===== config.mk =====
export PLATFORM = sky130hd
export DESIGN_NAME = ccr_codec_ctrl
export DESIGN_NICKNAME = d
export VERILOG_FILES = /design/src/rtl/ccr_pkg.sv /design/src/rtl/ccr_req_port.sv /design/src/rtl/ccr_direct_file.sv /design/src/rtl/ccr_indirect_bank.sv /design/src/rtl/ccr_codec_ctrl.sv
export SDC_FILE = /design/constraint.sdc
export NUM_CORES = 1
export LEC_CHECK = 0
export ABC_AREA = 1
export BUFFER_PORTS_ARGS = -buffer_cell sky130_fd_sc_hd__buf_4
export CORE_MARGIN = 1
export CORE_UTILIZATION = 45
export CTS_BUF_LIST = sky130_fd_sc_hd__clkbuf_16
export CTS_CLUSTER_SIZE = 16
export DETAILED_ROUTE_END_ITERATION = 7
export GPL_ROUTABILITY_DRIVEN = 0
export PLACE_DENSITY = 0.61
export SYNTH_ARGS = -nofsm -noshare
export SYNTH_HDL_FRONTEND = slang
export SYNTH_SLANG_ARGS = --single-unit

===== constraint.sdc =====
create_clock -name clk -period 1.8 [get_ports clk]
set_clock_uncertainty 0.15 [all_clocks]
set_input_delay 0 -clock clk [delete_from_list [all_inputs] [get_ports clk]]
set_output_delay 0 -clock clk [all_outputs]
set_load 0.01 [all_outputs]

===== src/rtl/ccr_pkg.sv =====
package ccr_pkg;
  localparam logic [7:0] CCR_CODEC_VER = 8'h8A;
  localparam logic [7:0] CCR_CHIP_VER  = 8'hA0;

  typedef enum logic [1:0] {
    SLOT_PLAIN,
    SLOT_WRITE_ONLY,
    SLOT_READ_ONLY,
    SLOT_VERSION
  } slot_kind_e;
endpackage


===== src/rtl/ccr_req_port.sv =====
module ccr_req_port #(
  parameter int ADDR_W = 6,
  parameter int DATA_W = 32,
  localparam int SEL_W = ADDR_W - 2
) (
  input  logic              clk,
  input  logic              rst_n,
  input  logic              req_valid,
  output logic              req_ready,
  input  logic              req_write,
  input  logic [ADDR_W-1:0] req_addr,
  input  logic [DATA_W-1:0] req_wdata,
  output logic              rsp_valid,
  input  logic              rsp_ready,
  output logic [DATA_W-1:0] rsp_rdata,
  output logic              wr_fire,
  output logic [SEL_W-1:0]  sel,
  output logic [DATA_W-1:0] wdata,
  input  logic [DATA_W-1:0] rd_data
);
  logic accept;
  logic rd_fire;

  assign req_ready = !rsp_valid || rsp_ready;
  assign accept    = req_valid && req_ready;
  assign wr_fire   = accept && req_write;
  assign rd_fire   = accept && !req_write;
  assign sel       = req_addr[ADDR_W-1:2];
  assign wdata     = req_wdata;

  always_ff @(posedge clk) begin
    if (!rst_n) begin
      rsp_valid <= 1'b0;
      rsp_rdata <= '0;
    end else begin
      if (rd_fire) begin
        rsp_valid <= 1'b1;
        rsp_rdata <= rd_data;
      end else if (rsp_ready) begin
        rsp_valid <= 1'b0;
      end
    end
  end
endmodule


===== src/rtl/ccr_direct_file.sv =====
module ccr_direct_file #(
  parameter int NUM_DIR     = 16,
  parameter int DATA_W      = 32,
  parameter int INDEX_REG   = 0,
  parameter int PORT_REG    = 1,
  parameter int RO_REG      = 2,
  parameter int CTRL_REG    = 4,
  parameter int CTRL_KEEP_W = 7,
  localparam int SEL_W = $clog2(NUM_DIR)
) (
  input  logic              clk,
  input  logic              rst_n,
  input  logic              clear,
  input  logic              wr_en,
  input  logic [SEL_W-1:0]  wr_sel,
  input  logic [DATA_W-1:0] wdata,
  input  logic [SEL_W-1:0]  rd_sel,
  output logic [DATA_W-1:0] rd_data,
  output logic [DATA_W-1:0] index_q
);
  localparam logic [DATA_W-1:0] CTRL_MASK = {{(DATA_W-CTRL_KEEP_W){1'b0}}, {CTRL_KEEP_W{1'b1}}};

  logic [DATA_W-1:0] q [NUM_DIR];

  for (genvar i = 0; i < NUM_DIR; i++) begin : g_reg
    if (i == PORT_REG || i == RO_REG) begin : g_none
      assign q[i] = '0;
    end else if (i == CTRL_REG) begin : g_ctrl
      logic [DATA_W-1:0] r;
      always_ff @(posedge clk) begin
        if (!rst_n)                                  r <= '0;
        else if (wr_en && wr_sel == SEL_W'(i))       r <= wdata & CTRL_MASK;
        else if (clear)                              r <= '0;
      end
      assign q[i] = r;
    end else begin : g_plain
      logic [DATA_W-1:0] r;
      always_ff @(posedge clk) begin
        if (!rst_n)                                  r <= '0;
        else if (wr_en && wr_sel == SEL_W'(i))       r <= wdata;
        else if (clear)                              r <= '0;
      end
      assign q[i] = r;
    end
  end

  assign rd_data = q[rd_sel];
  assign index_q = q[INDEX_REG];
endmodule


===== src/rtl/ccr_indirect_bank.sv =====
module ccr_indirect_bank
  import ccr_pkg::*;
#(
  parameter int          NUM_IND   = 32,
  parameter int          IND_W     = 8,
  parameter int          WO_IDX    = 3,
  parameter int          RO_IDX    = 11,
  parameter int          VER_IDX   = 12,
  parameter int          CHIP_IDX  = 25,
  parameter logic [7:0]  VER_KEEP  = 8'h40,
  localparam int IDX_W = $clog2(NUM_IND)
) (
  input  logic             clk,
  input  logic             rst_n,
  input  logic             clear,
  input  logic             wr_en,
  input  logic [IDX_W-1:0] idx,
  input  logic [IND_W-1:0] wdata,
  output logic [IND_W-1:0] rd_data
);
  function automatic slot_kind_e kind_of(int n);
    if (n == WO_IDX)                     return SLOT_WRITE_ONLY;
    if (n == RO_IDX || n == CHIP_IDX)    return SLOT_READ_ONLY;
    if (n == VER_IDX)                    return SLOT_VERSION;
    return SLOT_PLAIN;
  endfunction

  function automatic logic [IND_W-1:0] init_of(int n);
    if (n == VER_IDX)  return IND_W'(CCR_CODEC_VER);
    if (n == CHIP_IDX) return IND_W'(CCR_CHIP_VER);
    return '0;
  endfunction

  logic [IND_W-1:0] q [NUM_IND];

  for (genvar j = 0; j < NUM_IND; j++) begin : g_slot
    localparam slot_kind_e KIND = kind_of(j);
    localparam logic [IND_W-1:0] INIT = init_of(j);
    logic hit;
    logic [IND_W-1:0] r;
    assign hit = wr_en && idx == IDX_W'(j);
    if (KIND == SLOT_READ_ONLY) begin : g_ro
      always_ff @(posedge clk) begin
        if (!rst_n || clear) r <= INIT;
      end
    end else if (KIND == SLOT_VERSION) begin : g_ver
      always_ff @(posedge clk) begin
        if (!rst_n || clear) r <= INIT;
        else if (hit)        r <= (wdata & IND_W'(VER_KEEP)) | IND_W'(CCR_CODEC_VER);
      end
    end else begin : g_rw
      always_ff @(posedge clk) begin
        if (!rst_n || clear) r <= INIT;
        else if (hit)        r <= wdata;
      end
    end
    assign q[j] = r;
  end

  assign rd_data = (idx == IDX_W'(WO_IDX)) ? '0 : q[idx];
endmodule


===== src/rtl/ccr_codec_ctrl.sv =====
module ccr_codec_ctrl #(
  parameter int NUM_DIR     = 16,
  parameter int DATA_W      = 32,
  parameter int NUM_IND     = 32,
  parameter int IND_W       = 8,
  parameter int INDEX_REG   = 0,
  parameter int PORT_REG    = 1,
  parameter int RO_REG      = 2,
  parameter int CTRL_REG    = 4,
  parameter int CTRL_KEEP_W = 7,
  parameter int WO_IDX      = 3,
  localparam int SEL_W  = $clog2(NUM_DIR),
  localparam int ADDR_W = SEL_W + 2,
  localparam int IDX_W  = $clog2(NUM_IND)
) (
  input  logic              clk,
  input  logic              rst_n,
  input  logic              req_valid,
  output logic              req_ready,
  input  logic              req_write,
  input  logic [ADDR_W-1:0] req_addr,
  input  logic [DATA_W-1:0] req_wdata,
  output logic              rsp_valid,
  input  logic              rsp_ready,
  output logic [DATA_W-1:0] rsp_rdata,
  output logic              irq
);
  logic              wr_fire;
  logic [SEL_W-1:0]  sel;
  logic [DATA_W-1:0] wdata;
  logic [DATA_W-1:0] rd_data;
  logic [DATA_W-1:0] dir_rd;
  logic [DATA_W-1:0] index_q;
  logic [IND_W-1:0]  ind_rd;
  logic [IDX_W-1:0]  ind_idx;
  logic              soft_clear;
  logic              port_wr;

  ccr_req_port #(.ADDR_W(ADDR_W), .DATA_W(DATA_W)) u_port (
    .clk(clk), .rst_n(rst_n),
    .req_valid(req_valid), .req_ready(req_ready), .req_write(req_write),
    .req_addr(req_addr), .req_wdata(req_wdata),
    .rsp_valid(rsp_valid), .rsp_ready(rsp_ready), .rsp_rdata(rsp_rdata),
    .wr_fire(wr_fire), .sel(sel), .wdata(wdata), .rd_data(rd_data)
  );

  assign soft_clear = wr_fire && sel == SEL_W'(CTRL_REG) && wdata[0];
  assign port_wr    = wr_fire && sel == SEL_W'(PORT_REG);
  assign ind_idx    = index_q[IDX_W-1:0];

  ccr_direct_file #(
    .NUM_DIR(NUM_DIR), .DATA_W(DATA_W), .INDEX_REG(INDEX_REG), .PORT_REG(PORT_REG),
    .RO_REG(RO_REG), .CTRL_REG(CTRL_REG), .CTRL_KEEP_W(CTRL_KEEP_W)
  ) u_dir (
    .clk(clk), .rst_n(rst_n), .clear(soft_clear),
    .wr_en(wr_fire), .wr_sel(sel), .wdata(wdata),
    .rd_sel(sel), .rd_data(dir_rd), .index_q(index_q)
  );

  ccr_indirect_bank #(
    .NUM_IND(NUM_IND), .IND_W(IND_W), .WO_IDX(WO_IDX)
  ) u_ind (
    .clk(clk), .rst_n(rst_n), .clear(soft_clear),
    .wr_en(port_wr), .idx(ind_idx), .wdata(wdata[IND_W-1:0]),
    .rd_data(ind_rd)
  );

  assign rd_data = (sel == SEL_W'(PORT_REG)) ? {{(DATA_W-IND_W){1'b0}}, ind_rd} : dir_rd;
  assign irq     = 1'b0;
endmodule


# Word level (Yosys, flattened, before mapping)
# Index checks and enable logic that the tools add are counted.
[word_totals]
wordCells = 190
reg_bits = 689
in_bits = 43
out_inout_bits = 35
[op_classes]
n_reduce_logical = 71
n_mux = 26
n_bitwise = 2
eq_ne = 43
magnitude_cmp = 2
[op_table]
columns = ["op", "count"]
rows = [
  ["two-way mux 32 bit", 17],
  ["binary-select mux 32 bit (select 4 bit)", 1],
  ["equality test 5 bit, second input constant", 15],
  ["logical AND 1 bit", 49],
  ["binary-select mux 8 bit (select 5 bit)", 1],
  ["equality test 5 x 4 -> 1 bit, second input constant", 7],
  ["equality test 4 bit, second input constant", 8],
  ["nonzero test 2 bit", 15],
  ["two-way mux 8 bit", 3],
  ["equality test 5 x 3 -> 1 bit, second input constant", 4],
  ["equality test 4 x 3 -> 1 bit, second input constant", 4],
  ["two-way mux 7 bit", 2],
  ["equality test 5 x 2 -> 1 bit, second input constant", 2],
  ["greater-or-equal comparator 6 bit, second input constant", 1],
  ["NOT 5 -> 6 bit", 1],
  ["equality test 5 x 1 -> 1 bit, second input constant", 1],
  ["greater-or-equal comparator 5 bit, second input constant", 1],
  ["logical NOT 5 bit", 1],
  ["NOT 4 -> 5 bit", 1],
  ["equality test 4 x 1 -> 1 bit, second input constant", 1],
  ["equality test 4 x 2 -> 1 bit, second input constant", 1],
  ["logical NOT 4 bit", 1],
  ["logical NOT 1 bit", 3],
  ["logical OR 1 bit", 2],
  ["two-way mux 1 bit", 2],
]

# Depth between registers and ports, before layout
[logic_depth]
ltp_word = 8
depth_mapped = 13

# Cells and area by module
# A second synthesis with hierarchy kept.
[hier_totals]
cells_unflattened = 5168
area_unflattened_um2 = 33996.4
[by_module_without_submodules]
columns = ["module", "n_inst", "seq_area_each_um2", "cells_each", "area_per_inst_um2"]
rows = [
  ["ccr_direct_file", 1, 8468.1, 3125, 20287.0],
  ["ccr_indirect_bank", 1, 4664.5, 1657, 11292.1],
  ["ccr_req_port", 1, 660.6, 319, 2009.4],
  ["ccr_codec_ctrl", 1, 0.0, 67, 407.9],
]

# Worst setup path after synthesis
# OpenSTA, ideal clock, no wires.
[synth_timing]
path_kind = "reg2reg"
startpoint = "reg u_port.rsp_valid"
endpoint = "reg u_ind.g_slot[8].r[7]"
period_less_slack_ns = 1.877
setup_slack_ns = -0.077
path_buffers = 2
arrival_time_ns = 1.611
stages_incl_launch_ff = 11
cell_sequence = "dfxtp_1 -> inv_1 -> nor2_1 -> nor2_1 -> nand2_2 -> nor2_4 -> nand2_2 -> buf_6 -> nor2_4 -> buf_4 -> o211a_1"
[synth_between]
elab_chain_cells = 7
elab_cells_between_ends = 9
[synth_rtl]
columns = ["element", "line_no", "source"]
rows = [
  ["start, declared", "ccr_req_port.sv:13", "output logic rsp_valid,"],
  ["start signal, assigned", "ccr_req_port.sv:33", "rsp_valid <= 1'b0;"],
  ["start signal, assigned", "ccr_req_port.sv:37", "rsp_valid <= 1'b1;"],
  ["start signal, assigned", "ccr_req_port.sv:40", "rsp_valid <= 1'b0;"],
  ["logical NOT 1 bit (*)", "ccr_req_port.sv:24", "assign req_ready = !rsp_valid || rsp_ready;"],
  ["logical OR 1 bit (*)", "ccr_req_port.sv:24", ""],
  ["logical AND 1 bit (*)", "ccr_req_port.sv:25", "assign accept = req_valid && req_ready;"],
  ["logical AND 1 bit (*)", "ccr_req_port.sv:26", "assign wr_fire = accept && req_write;"],
  ["logical AND 1 bit (2 in a row)", "ccr_codec_ctrl.sv:47", "assign soft_clear = wr_fire && sel == SEL_W'(CTRL_REG) && wdata[0];"],
  ["logical OR 1 bit", "ccr_indirect_bank.sv:53", "if (!rst_n || clear) r <= INIT;"],
  ["end signal, assigned", "ccr_indirect_bank.sv:54", "else if (hit) r <= wdata;"],
  ["end, declared", "ccr_indirect_bank.sv:40", "logic [IND_W-1:0] r;"],
]
# Every way passes the cells marked *; elsewhere a longest branch is shown, timed or not.
# A chain may end at the register's enable or synchronous reset.

# Worst setup path in the final report
[layout_timing]
startpoint = "reg u_port.rsp_valid"
endpoint = "reg u_dir.g_reg[9].g_plain.r[18]"
[layout_between]
elab_chain_cells = 7
elab_cells_between_ends = 9
[layout_rtl]
columns = ["element", "line_no", "source"]
rows = [
  ["logical NOT 1 bit (*)", "ccr_req_port.sv:24", ""],
  ["logical OR 1 bit (*)", "ccr_req_port.sv:24", ""],
  ["logical AND 1 bit (*)", "ccr_req_port.sv:25", ""],
  ["logical AND 1 bit (*)", "ccr_req_port.sv:26", ""],
  ["logical AND 1 bit (2 in a row)", "ccr_codec_ctrl.sv:47", ""],
  ["nonzero test 2 bit (no line)", "n/a", ""],
  ["end signal, assigned", "ccr_direct_file.sv:40", "else if (wr_en && wr_sel == SEL_W'(i)) r <= wdata;"],
  ["end, declared", "ccr_direct_file.sv:37", "logic [DATA_W-1:0] r;"],
]
# Marks and branches as above.

==> results_dict.tcl <==
set metrics [dict create \
    status "complete, but fails checks" \
    violations "negative setup slack" \
    drive_gt1_share_pct 16.0 \
    grt_max_degree 147 \
    min_from "req_addr[2]" \
    power_mw 33.3 \
    synth.avg_cell_area_um2 6.73 \
    via_count 30200 \
    slowest_delay_ps 320 \
    yosysMostFrequentCell "nand2_1" \
    worstPathArrival_ps 2290 \
    grt.overflow.total 0 \
    worst_pin_slew_ps 988 \
    syn-cell-area_mm2 0.0299 \
    grt_pass1_wl_um 166000 \
    start_kind "flop" \
    fp.dieH_um 260 \
    clockBufferDepth 3 \
    syn_to_final_growth_pct 26.7 \
    crit_slowest_cell "dfxtp_2" \
    yosysTopAreaCell "dfxtp_1" \
    vias_per_cell 5.46 \
    nFillCells 6170 \
    required_ps 2130 \
    grt_pass1_vias 28100 \
    detailed_place_hpwl_um 68200 \
    ys_async_sr_fraction_pct 0 \
    multi_input_area_mm2 0.0149 \
    fin_ws_ps -156 \
    ant_nets 0 \
    critical_path_class "flop to flop" \
    placed_area_mm2 0.0335 \
    ios 78 \
    fin_area_mm2 0.0379 \
    grt_usage_pct 31.6 \
    ctsHtreeMaxLevel 3 \
    drv_cap 0 \
    startpoint "u_port.rsp_valid" \
    final_nets 4659 \
    rows 94 \
    dieArea_mm2 0.0676 \
    drt_iter0_drc 2899 \
    postRouteWirelength_um 110000 \
    cts_made_buffers 77 \
    setup_viol 584 \
    core_mm2 0.0657 \
    synth-seq-cells 689 \
    io_buffers 74 \
    clk_pin_slew_ps 60 \
    root_buffer "clkbuf_16" \
    synth_cell_types 31 \
    grt_antenna_before_repair 6 \
    die_x_um 260 \
    tns_ps -30570 \
    ir_drop_uv 861 \
    p_leak_nw 14.5 \
    seq_area_frac_synth_pct 46.1 \
    maxClockFrequency_mhz 511 \
    clk_latency_ps 640 \
    synth_edf_count 0 \
    slew_viol_final 0 \
    worst_setup_path_end_kind "flop" \
    cpMostUsedCell "buf_12" \
    grt_setup_unrepaired "true" \
    cp_top_family "buffers and inverters" \
    path_cells "inv_2, nor2_4, nor3_4, nand3_2, nor2_4, buf_12, buf_12, nor2_4, buf_12, buf_12, nand2_4, a21oi_2" \
    cp_max_fo 7 \
    start_util_pct 45.5 \
    r2r_start "u_port.rsp_valid" \
    yosys_warnings 0 \
    numClockSinks 689 \
    synth_top_cells_by_count "1891 x nand2_1, 695 x a21oi_1, 689 x dfxtp_1" \
    drc 0 \
    cts_tree "done" \
    hold_violations 0 \
    ys_dominant_reg_cell "dfxtp_1" \
    hp-class "input port to flop" \
    synth_top_cell_area_share_pct 46.1 \
    p_per_area_mw_per_mm2 877 \
    syn_inst 4451 \
    synthTopCellsByArea "dfxtp_1 46%, nand2_1 24%, a21oi_1 12%, o21ai_0 4.4%, clkbuf_1 2.8%" \
    path_buf_inv 5 \
    drtPass1Iterations 7 \
    synthesis.nets 4494 \
    layout_worst_path_cycle_share_pct 109 \
    wl_per_cell_um 19.8 \
    timing.final.crit_period_ps 1960 \
    max_slew_margin_pct 33.8 \
    regArea_mm2 0.0138 \
]
## worst min-delay path: stages
cell	delay (ps)
buf_4	180
nor2_4	90
nand3_2	110
buf_4	110
buf_4	170
a21oi_1	80
## state kept, by name (all words and copies together) (netlist names)
register,count
u_dir.g.g_ctrl.r,7
u_ind.g_slot.r,233
u_port.rsp_valid,1
u_dir.index_q,32
u_dir.g.g_plain.r,384
u_port.rsp_rdata,32
## cell usage in the layout, fill, tap and decap left out, types with 53 or more instances in the layout
cell type / instances
buf_12: 90
nand2_1: 1801
inv_1: 180
nand2_2: 62
nor2_1: 81
clkbuf_16: 89
dfxtp_1: 685
nand4_1: 65
buf_4: 243
o21ai_0: 218
nand3_1: 104
a21oi_1: 648
o21ai_1: 53
## cell families after synthesis
family	share of synthesized area, %
AO/OA/AOI/OAI	17.0
other	0.0125
AND/OR/NAND/NOR	29.6
flip-flops	46.1
buffers and inverters	7.26
## cell type report
class	count	share of cell area, %
multi-input cells	3230	39.3
well taps	864	2.85
clock inverters	51	1.21
clock buffers	82	5.41
flip-flops and latches	689	36.4
repair buffers	423	12.8
inverters	195	2.03
diodes	2	0.0132
## repair_timing
| action | in CTS | in global routing |
|---|---|---|
| endpoints found under the setup margin | 660 | 677 |
| gates resized for setup | 122 | 237 |
| hold buffers | 37 | 0 |
| hold endpoints to repair | 670 | 0 |
| setup buffers | 8 | 15 |
| pin swaps | 10 | 24 |
| cloned | 5 | 8 |
## worst paths after layout
kind | depth (start not counted) | to | slack (ps)
max | 12 | u_dir.g_reg[9].g_plain.r[18] | -160
min | 6 | u_dir.g_reg[4].g_ctrl.r[6] | 20
max reg2reg | 12 | u_dir.g_reg[9].g_plain.r[18] | -160
min reg2reg | 2 | u_ind.g_slot[19].r[3] | 290
## per-stage QoR
stage               cells  worst slack [ps]  hold slack (ps)  utilization (%)
detailed placement   5330              -246              201             51.0
global placement     5330              -234              199             51.0
finish               5536              -156             20.0             57.7
CTS                  5512              -159            0.479             56.2
global route         5535              -209             25.9             57.7
floorplan            4451             -6.78            -35.3                -
## layer usage
metal / track usage, % / wire, um / vias to the layer above
met2: 52.3 / 51400 / 1211
met3: 4.42 / 8090 / 274
met5: 0 / 8 / -
li1: - / - / 14600
met4: 13.5 / 4720 / 2
met1: 40.9 / 45300 / 14100
## where the power goes
group	total [mW]	switching (mW)	internal [mW]
registers	15.4	0.0459	15.3
clock network	15.9	6.57	9.34
logic	1.98	1.37	0.601
Power figures use the tool's default switching activity.
